**src/rtl/rtn_pred_pkg.sv**
```systemverilog
package rtn_pred_pkg;

   // Stack operation selected in a cycle: {push, pop}
   typedef enum logic [1:0] {
      OP_HOLD = 2'b00,
      OP_POP  = 2'b01,
      OP_PUSH = 2'b10,
      OP_SWAP = 2'b11
   } stk_op_e;

   function automatic int unsigned idx_width(input int unsigned n);
      return (n > 1) ? $clog2(n) : 1;
   endfunction

   function automatic bit is_pow2(input int unsigned n);
      return (n != 0) && ((n & (n - 1)) == 0);
   endfunction

endpackage

```
**src/rtl/rtn_pred_ptr.sv**
```systemverilog
module rtn_pred_ptr
   import rtn_pred_pkg::*;
#(
   parameter int unsigned DEPTH = 8,
   localparam int unsigned PTR_W = idx_width(DEPTH),
   localparam int unsigned CNT_W = $clog2(DEPTH + 1)
)(
   input  logic             clk_i,
   input  logic             rst_ni,
   input  logic             push_en_i,
   input  logic             call_i,
   input  logic             ret_i,
   input  logic             flush_i,
   output logic [PTR_W-1:0] top_idx_o,
   output logic [CNT_W-1:0] count_o,
   output logic             wr_en_o,
   output logic [PTR_W-1:0] wr_idx_o
);

   localparam logic [CNT_W-1:0] CNT_FULL = CNT_W'(DEPTH);
   localparam logic [PTR_W-1:0] IDX_LAST = PTR_W'(DEPTH - 1);

   logic [PTR_W-1:0] top_q, top_d, top_dn, mid_idx, wr_idx;
   logic [CNT_W-1:0] cnt_q, cnt_d, cnt_mid;
   logic             has_entry, do_pop, do_push;
   stk_op_e          op;

   assign has_entry = (cnt_q != '0);
   assign do_pop    = ret_i & has_entry;
   assign do_push   = call_i & push_en_i;
   assign op        = stk_op_e'({do_push, do_pop});

   // Pointer wrap: a power-of-two depth wraps for free, others compare
   if (is_pow2(DEPTH)) begin : g_wrap_pow2
      assign top_dn = top_q - PTR_W'(1);
      assign wr_idx = mid_idx + PTR_W'(1);
   end else begin : g_wrap_cmp
      assign top_dn = (top_q == '0) ? IDX_LAST : top_q - PTR_W'(1);
      assign wr_idx = (mid_idx == IDX_LAST) ? '0 : mid_idx + PTR_W'(1);
   end

   // Pop stage: applied before any push of the same cycle
   always_comb begin
      mid_idx = top_q;
      cnt_mid = cnt_q;
      if ((op == OP_POP) || (op == OP_SWAP)) begin
         mid_idx = top_dn;
         cnt_mid = cnt_q - CNT_W'(1);
      end
   end

   // Push stage and flush override
   always_comb begin
      top_d = mid_idx;
      cnt_d = cnt_mid;
      case (op)
         OP_PUSH, OP_SWAP: begin
            top_d = wr_idx;
            cnt_d = (cnt_mid == CNT_FULL) ? CNT_FULL : cnt_mid + CNT_W'(1);
         end
         default: ;
      endcase
      if (flush_i) begin
         top_d = '0;
         cnt_d = '0;
      end
   end

   always_ff @(posedge clk_i or negedge rst_ni) begin
      if (!rst_ni) begin
         top_q <= '0;
         cnt_q <= '0;
      end else begin
         top_q <= top_d;
         cnt_q <= cnt_d;
      end
   end

   assign top_idx_o = top_q;
   assign count_o   = cnt_q;
   assign wr_en_o   = do_push & ~flush_i;
   assign wr_idx_o  = wr_idx;

   // depth never exceeds capacity
   p_cnt_bound_r6: assert property (@(posedge clk_i) disable iff (!rst_ni)
      cnt_q <= CNT_FULL);

   // flush leaves nothing behind
   p_flush_clear_r5: assert property (@(posedge clk_i) disable iff (!rst_ni)
      flush_i |=> (cnt_q == '0));

   // a disabled call alone does not move the stack
   p_call_off_hold_r3: assert property (@(posedge clk_i) disable iff (!rst_ni)
      (call_i && !push_en_i && !ret_i && !flush_i) |=> ($stable(cnt_q) && $stable(top_q)));

   // a return without push removes exactly one entry
   p_pop_dec_r4: assert property (@(posedge clk_i) disable iff (!rst_ni)
      (ret_i && !(call_i && push_en_i) && !flush_i && (cnt_q != '0))
      |=> (cnt_q == CNT_W'($past(cnt_q) - CNT_W'(1))));

   // simultaneous call and return keeps the depth
   p_swap_keep_r8: assert property (@(posedge clk_i) disable iff (!rst_ni)
      (ret_i && call_i && push_en_i && !flush_i && (cnt_q != '0)) |=> $stable(cnt_q));

   // popping empty stays empty
   p_empty_pop_r7: assert property (@(posedge clk_i) disable iff (!rst_ni)
      (ret_i && !(call_i && push_en_i) && !flush_i && (cnt_q == '0)) |=> (cnt_q == '0));

endmodule

```
**src/rtl/rtn_pred_store.sv**
```systemverilog
module rtn_pred_store
   import rtn_pred_pkg::*;
#(
   parameter int unsigned DEPTH  = 8,
   parameter int unsigned ADDR_W = 32,
   localparam int unsigned PTR_W = idx_width(DEPTH)
)(
   input  logic              clk_i,
   input  logic              rst_ni,
   input  logic              wr_en_i,
   input  logic [PTR_W-1:0]  wr_idx_i,
   input  logic [ADDR_W-1:0] wr_data_i,
   input  logic [PTR_W-1:0]  rd_idx_i,
   output logic [ADDR_W-1:0] rd_data_o
);

   logic [ADDR_W-1:0] slot_q [DEPTH];

   always_ff @(posedge clk_i or negedge rst_ni) begin
      if (!rst_ni) begin
         for (int i = 0; i < DEPTH; i++) slot_q[i] <= '0;
      end else if (wr_en_i) begin
         slot_q[wr_idx_i] <= wr_data_i;
      end
   end

   assign rd_data_o = slot_q[rd_idx_i];

   // a written address is held in the slot it was sent to
   p_write_lands_r1: assert property (@(posedge clk_i) disable iff (!rst_ni)
      wr_en_i |=> (slot_q[$past(wr_idx_i)] == $past(wr_data_i)));

endmodule

```
**src/rtl/rtn_pred_stack.sv**
```systemverilog
module rtn_pred_stack
   import rtn_pred_pkg::*;
#(
   parameter int unsigned DEPTH  = 8,
   parameter int unsigned ADDR_W = 32
)(
   input  logic              clk_i,
   input  logic              rst_ni,
   input  logic              push_en_i,
   input  logic              call_i,
   input  logic [ADDR_W-1:0] call_ret_addr_i,
   input  logic              ret_i,
   input  logic              flush_i,
   output logic [ADDR_W-1:0] pred_addr_o,
   output logic              pred_valid_o
);

   localparam int unsigned PTR_W = idx_width(DEPTH);
   localparam int unsigned CNT_W = $clog2(DEPTH + 1);

   if (DEPTH < 2) begin : g_bad_depth
      $error("rtn_pred_stack: DEPTH must be at least 2");
   end
   if (ADDR_W < 1) begin : g_bad_width
      $error("rtn_pred_stack: ADDR_W must be at least 1");
   end

   logic [PTR_W-1:0]  top_idx, wr_idx;
   logic [CNT_W-1:0]  stk_cnt;
   logic              wr_en;
   logic [ADDR_W-1:0] top_data;

   rtn_pred_ptr #(.DEPTH(DEPTH)) u_ptr (
      .clk_i     (clk_i),
      .rst_ni    (rst_ni),
      .push_en_i (push_en_i),
      .call_i    (call_i),
      .ret_i     (ret_i),
      .flush_i   (flush_i),
      .top_idx_o (top_idx),
      .count_o   (stk_cnt),
      .wr_en_o   (wr_en),
      .wr_idx_o  (wr_idx)
   );

   rtn_pred_store #(.DEPTH(DEPTH), .ADDR_W(ADDR_W)) u_store (
      .clk_i     (clk_i),
      .rst_ni    (rst_ni),
      .wr_en_i   (wr_en),
      .wr_idx_i  (wr_idx),
      .wr_data_i (call_ret_addr_i),
      .rd_idx_i  (top_idx),
      .rd_data_o (top_data)
   );

   // Prediction straight from the current top, same cycle as the strobe
   assign pred_valid_o = ret_i & ~flush_i & (stk_cnt != '0);
   assign pred_addr_o  = pred_valid_o ? top_data : '0;

   // no prediction from an empty stack
   p_empty_novalid_r7: assert property (@(posedge clk_i) disable iff (!rst_ni)
      (stk_cnt == '0) |-> !pred_valid_o);

   // flush suppresses any prediction in its cycle
   p_flush_novalid_r9: assert property (@(posedge clk_i) disable iff (!rst_ni)
      flush_i |-> !pred_valid_o);

   // address is quiet when invalid
   p_quiet_addr_r11: assert property (@(posedge clk_i) disable iff (!rst_ni)
      !pred_valid_o |-> (pred_addr_o == '0));

endmodule

```
**config.mk**
```make
export PLATFORM = sky130hd
export DESIGN_NAME = rtn_pred_stack
export DESIGN_NICKNAME = d
export VERILOG_FILES = /design/src/rtl/rtn_pred_pkg.sv /design/src/rtl/rtn_pred_ptr.sv /design/src/rtl/rtn_pred_store.sv /design/src/rtl/rtn_pred_stack.sv
export SDC_FILE = /design/constraint.sdc
export NUM_CORES = 1
export LEC_CHECK = 0
export BUFFER_PORTS_ARGS = -buffer_cell sky130_fd_sc_hd__buf_2
export CAP_MARGIN = 10
export CORE_ASPECT_RATIO = 1.1
export CORE_MARGIN = 2
export CORE_UTILIZATION = 40
export DETAILED_ROUTE_END_ITERATION = 8
export PLACE_DENSITY = 0.59
export RECOVER_POWER = 25
export SETUP_SLACK_MARGIN = 0.5
export SLEW_MARGIN = 0
export SYNTH_ARGS = -nofsm -noshare
export SYNTH_HDL_FRONTEND = slang
export SYNTH_HIERARCHICAL = 1
export SYNTH_SLANG_ARGS = --single-unit
```
**constraint.sdc**
```tcl
create_clock -name clk_i -period 4.5 [get_ports clk_i]
set_clock_uncertainty 0.15 [all_clocks]
set_input_delay 0.225 -clock clk_i [delete_from_list [all_inputs] [get_ports clk_i]]
set_output_delay 0.225 -clock clk_i [all_outputs]
set_load 0.05 [all_outputs]
```
* Word level (Yosys, flattened, before mapping) *
Cells that the tools add are included.

cells by class
  mux-type cells = 14
  magnitude comparators = 3
  bitwise operators = 8
  reductions and logical operators = 4
  add/subtract/negate cells = 4
  equal/unequal tests = 4

operator list
  operator                                                                       count
  256-bit bitwise mux                                                            1
  32-bit 2-to-1 mux                                                              4
  32-bit binary-select mux with 3-bit select                                     1
  32-bit demux with 3-bit select                                                 1
  4-bit 2-to-1 mux                                                               4
  3-bit 2-to-1 mux                                                               3
  4-bit greater-or-equal comparator (second input constant)                      2
  3-bit inverter with 4-bit output                                               2
  1-bit AND                                                                      5
  4-bit by 1-bit adder with 4-bit output (second input constant)                 1
  2-bit == test (second input constant)                                          2
  4-bit == test (second input constant)                                          1
  4-bit by 1-bit less-than comparator with 1-bit output (second input constant)  1
  4-bit nonzero test                                                             1
  4-bit by 1-bit subtractor with 4-bit output (second input constant)            1
  3-bit by 1-bit adder with 3-bit output (second input constant)                 1
  3-bit by 1-bit subtractor with 3-bit output (second input constant)            1
  2-bit by 1-bit == test with 1-bit output (second input constant)               1
  2-bit OR reduction                                                             1
  1-bit logical AND                                                              1
  1-bit logical OR                                                               1
  1-bit inverter                                                                 1

word-level totals
  bits in registers = 263
  word-level logic and storage cells = 47
  output and inout port bits = 33

* Depth between registers and ports, before layout *
  depth after elaboration = 12
  mapped depth = 13
  gate-level depth less buffers = 10

* Modules after synthesis *
Netlist, hierarchy kept.

modules (own cells, without submodules)
  module          cells each  instances  seq. area each (µm²)  area each (µm²)
  rtn_pred_store  665         1          6406.1                11639.9
  rtn_pred_ptr    58          1          175.2                 560.5
  rtn_pred_stack  41          1          0.0                   272.8

* Worst setup path after synthesis *
Ideal clock, no wire load.

  kind = reg2reg
  start point = register u_ptr.cnt_q[0], in the netlist u_ptr/count_o[0]
  end point = register u_store/slot_q[107] (netlist name)
  stages on the path, launching flop included = 14
  arrival = 2933 ps
  required time = 4225 ps
  clock period less this slack = 3208 ps
  library setup time = 125 ps
  slack = 1292 ps
  cell sequence = dfrtp_1 inv_1 ha_1 or3b_4 nand2_8 xnor2_1 inv_1 ha_1 xnor2_1 buf_2 nor4bb_1 clkbuf_2 buf_4 mux2_2

on the way
  cells in the longest elaborated chain, start to end = 12
  elaborated cells on any way between the ends = 14
  those cells by class = 1 x add/sub; 2 x order compare; 2 x eq/ne; 4 x mux; 2 x bitwise; 3 x reduce/logical

ends and longest elaborated chain
  element                                                                                                                                  line                  RTL
  start, declared                                                                                                                          rtn_pred_ptr.sv:24    logic [CNT_W-1:0] cnt_q, cnt_d, cnt_mid;
  start signal, assigned                                                                                                                   rtn_pred_ptr.sv:75    cnt_q <= cnt_d;
  4-bit nonzero test (*)                                                                                                                   rtn_pred_ptr.sv:28    assign has_entry = (cnt_q != '0);
  1-bit AND (*)                                                                                                                            rtn_pred_ptr.sv:29    assign do_pop = ret_i & has_entry;
  2-bit by 1-bit == test with 1-bit output / 2-bit == test (equally long branches)                                                         rtn_pred_ptr.sv:46    if ((op == OP_POP) || (op == OP_SWAP)) begin
  1-bit logical OR (*)                                                                                                                     rtn_pred_ptr.sv:46
  3-bit 2-to-1 mux (*)                                                                                                                     rtn_pred_ptr.sv:46
  3-bit by 1-bit adder with 3-bit output (*)                                                                                               rtn_pred_ptr.sv:36    assign wr_idx = mid_idx + PTR_W'(1);
  net wr_idx[0]                                                                                                                            rtn_pred_stack.sv:28  logic [PTR_W-1:0] top_idx, wr_idx;
  3-bit inverter with 4-bit output (not written as such) (*)                                                                               rtn_pred_store.sv:23  slot_q[wr_idx_i] <= wr_data_i;
  4-bit greater-or-equal comparator (not written as such) / 4-bit by 1-bit less-than comparator with 1-bit output (equally long branches)  rtn_pred_store.sv:23
  1-bit logical AND (not written as such)                                                                                                  rtn_pred_store.sv:23
  32-bit 2-to-1 mux (not written as such)                                                                                                  rtn_pred_store.sv:23
  32-bit demux with 3-bit select (*)                                                                                                       rtn_pred_store.sv:23
  256-bit bitwise mux (*)                                                                                                                  rtn_pred_store.sv:23
  end signal, assigned by index                                                                                                            rtn_pred_store.sv:23
  end, declared                                                                                                                            rtn_pred_store.sv:17  logic [ADDR_W-1:0] slot_q [DEPTH];

The timed path passes the listed nets; every way through them passes the cells marked *.
A chain may end at the register's enable or synchronous reset.

* Worst setup path after layout *
  start point = register u_ptr.top_q[0], in the netlist u_ptr/top_idx_o[0]
  end point = output pred_addr_o[21]

on the way
  cells in the longest elaborated chain, start to end = 5

ends and longest elaborated chain
  element                                                 line                  RTL
  start, declared                                         rtn_pred_ptr.sv:23    logic [PTR_W-1:0] top_q, top_d, top_dn, mid_idx, wr_idx;
  start signal, assigned                                  rtn_pred_ptr.sv:74    top_q <= top_d;
  3-bit inverter with 4-bit output (not written as such)  rtn_pred_store.sv:27  assign rd_data_o = slot_q[rd_idx_i];
  32-bit binary-select mux with 3-bit select              rtn_pred_store.sv:27
  32-bit 2-to-1 mux (not written as such) (2 in a row)    rtn_pred_store.sv:27
  net top_data[21]                                        rtn_pred_stack.sv:31  logic [ADDR_W-1:0] top_data;
  32-bit 2-to-1 mux                                       rtn_pred_stack.sv:58  assign pred_addr_o = pred_valid_o ? top_data : '0;
  end, declared                                           rtn_pred_stack.sv:14  output logic [ADDR_W-1:0] pred_addr_o,

The timed path passes the listed nets, and every way through them passes these cells. The select of a mux whose other input is x is not followed.

==> implementation parameters <==
Parameter                              Value

Timing
  Pins over their slew limit    between 100 and 150
  Worst slew margin    -96.2%
  Final setup violation count    0
  Setup_tns    0 ps
  Final Hold Vio Count    0
  Worst slew pin tran    between 2000 and 3000 ps
  Post-route worst setup slack    ~800 ps
  Setup repair after global routing missed its margin    false
  Post-route fraction of the period consumed by the critical path    between 80% and 90%
  Max Fclk    approximately 0.27 GHz
  Clock period minus final worst setup slack    3700 ps

Drt
  Average detailed-routed wire length per instance    between 20 and 25 um
  Count of TritonRoute iterations in the first routing pass    4
  Wire length after detailed routing    ~27 mm
  Vias per Instance    between 5 and 6
  Drc violations    0
  Violation count after the first detailed-routing iteration    roughly 260
  Number of vias after detailed routing    around 7000
  Final antenna-violating net count    0

Yosys
  Leading cell types by total area after synthesis    sky130_fd_sc_hd__dfrtp_1, sky130_fd_sc_hd__mux2_2, sky130_fd_sc_hd__mux4_1
  Instance count of the mapped netlist    ~760
  Number of warning messages in the yosys log    6
  Share of the synthesized area in the top cell type    between 50 and 60%
  Cell taking the most area after synthesis    sky130_fd_sc_hd__dfrtp_1
  Synthesized Nets    about 810
  Cell area after synthesis    around 12000 um^2
  Mean cell area of the mapped netlist    around 16 um^2
  Synth unique cells    39
  Register area share after synthesis    between 50% and 60%
  Flip-flop and latch count after synthesis    263

Floorplanning
  Die Outline Area    32600 um^2
  Total core area    about 31000 um^2
  Initial standard-cell utilization of the core    ~41%
  Floorplan die width    between 150 and 200 um
  Vertical die dimension    189 um
  Ports    slightly above 70
  Std-Cell Rows    67

Clocking
  CTS root buf    sky130_fd_sc_hd__clkbuf_16
  Clock-pin slew on the worst setup and hold paths    60 ps
  Later-pin clock latency in the skew report    about 540 ps
  TritonCTS Sinks    ~260
  Max Root-Sink Buffers    3
  Number of CTS-inserted buffers    28
  Number of H-tree levels    1
  TritonCTS clock tree    done

Worst setup path
  Biggest fanout along the worst timing path    34
  Required time reported for the critical path endpoint    approximately 4100 ps
  Crit path kind    reg2out
  Sort of element at the end of the critical path    output port
  Arrival time at the worst endpoint    roughly 3300 ps
  CP Launch Type    flip-flop

Layout
  Final net count    ~910
  Total of fill cells in the finished design    2674
  Leading cell type in the layout, fill and taps excluded    sky130_fd_sc_hd__mux2_2
  Most frequent cells in the layout    sky130_fd_sc_hd__mux2_2, sky130_fd_sc_hd__dfrtp_1, sky130_fd_sc_hd__buf_2
  Final standard cell count with taps included and fillers excluded    approximately 1300
  Flip-flop and latch area    between 6000 and 7000 um^2
  Synth-to-Final Area Change    16.4%
  Proportion of layout cells with a drive suffix above 1    about half
  Final Instance Area    14500 um^2
  Multi-input gate area    approximately 5600 um^2

Place
  Minimum setup slack after placement    553 ps
  Post-DP HPWL    about 15 mm
  Post-placement cell area    about 13000 um^2
  Number of cells after detailed placement    ~1200
  Port-buffer cells    70
  Routability-driven placement congestion ratio    slightly above 0.7

Power and ir drop
  Total leakage power    approximately 6.8 nW
  Overall Power    between 9 and 10 mW
  Pwr Density    approximately 660 nW/um^2
  Largest voltage drop on the vdd net    roughly 270 uV

Global routing
  GR Overflow Total    0
  Pin count of the biggest net entering global routing    about 120
  Initial antenna violation count    0
  Wire length of the first global-routing pass    ~43 mm
  Vias in the first global route    approximately 7400
  Tot GR Track Use    17.1%

Flow run
  Count of max-cap constraint violations    1

Status
  Violated checks    max-capacitance violations, max-slew violations
  Run status    complete, but fails checks

Hold path
  Hold Path Class    in2reg
-- layer usage --
layer	GRT usage, %	vias to the layer above	wire, um
met5	0	-	0
met4	3.52	0	341
met3	2.36	28	772
met2	28.2	74	13100
met1	24.2	3772	12800
li1	-	3109	-
-- final cells by class --
type | count | share of cell area (%)
sequential | 263 | 45.4
multi-input combinational | 439 | 38.3
timing repair buffer | 134 | 6.56
clock buffer | 44 | 5.73
tap | 414 | 3.57
clock inverter | 3 | 0.319
inverter | 5 | 0.129
antenna | 2 | 0.0345
-- worst paths after layout --
check / startpoint / endpoint / slack [ps] / cells after the start
max in group asynchronous: rst_ni / u_ptr/top_idx_o[0]$_DFF_PN0_ / 1180 / 3
min in group asynchronous: rst_ni / u_store/slot_q[56]$_DFFE_PN0P_ / 1010 / 2
worst max-delay path: u_ptr/top_idx_o[0]$_DFF_PN0_ / pred_addr_o[21] / 800 / 6
worst min register to register: u_store/slot_q[116]$_DFFE_PN0P_ / u_store/slot_q[116]$_DFFE_PN0P_ / 330 / 1
worst max register to register: u_ptr/count_o[0]$_DFF_PN0_ / u_store/slot_q[101]$_DFFE_PN0P_ / 900 / 12
worst min-delay path: ret_i / u_ptr/top_idx_o[1]$_DFF_PN0_ / 70 / 5
-- power breakdown --
part           leakage (nW)  internal (mW)  switching (mW)
combinational          2.96           2.03            1.52
sequential             3.39           3.38           0.447
clock                 0.424           1.31           0.905
-- state kept, by name, summed over array words and instances, names as in the netlist --
name             flops
u_store/slot_q     256
u_ptr/top_idx_o      3
u_ptr/count_o        4
-- critical path, cell delays in order, from the launching register on --
cell                      delay (ps)
sky130_fd_sc_hd__dfrtp_4         400
sky130_fd_sc_hd__buf_4           500
sky130_fd_sc_hd__buf_6           500
sky130_fd_sc_hd__mux4_1          640
sky130_fd_sc_hd__mux2_2          320
sky130_fd_sc_hd__and3_1          160
sky130_fd_sc_hd__buf_2           210
-- repair_timing --
item                                    in CTS  in global routing
resized for setup                            0                  1
hold buffers                                38                  0
buffers inserted                             0                  2
hold endpoints to repair                   376                  0
endpoints found under the setup margin       0                 28
-- cell usage after synthesis (all sizes together) --
cell / number
nor4bb: 3
and3: 32
xor2: 1
nor2b: 1
nor3: 4
nand4: 1
clkbuf: 10
and4: 1
mux2: 289
nand3: 2
xnor2: 7
mux4: 64
mux2i: 2
or4: 1
nor4b: 2
or3b: 1
nand2: 9
nor2: 5
a21oi: 3
inv: 5
dfrtp: 263
a31oi: 1
buf: 47
nand4b: 3
ha: 4
and4b: 1
and2: 2
-- cell families after synthesis --
family                     share of synthesized area, %
DFF                                                52.8
and+or+nand+nor                                    3.77
xor gates and xnor gates                          0.772
AOI/OAI and AO/OA                                 0.171
buffers and inverters                              3.08
adders and majority gates                         0.401
muxes                                              39.0
-- per-stage QoR --
step | utilization (%) | hold WS (ps)
2_1_floorplan | - | -221
3_3_place_gp | 43.3 | 237
3_5_place_dp | 43.3 | 235
4_1_cts | 47.4 | 47.1
5_1_grt | 47.4 | 93.4
6_report | 47.5 | 73.2
Power figures use the tool's default switching activity.
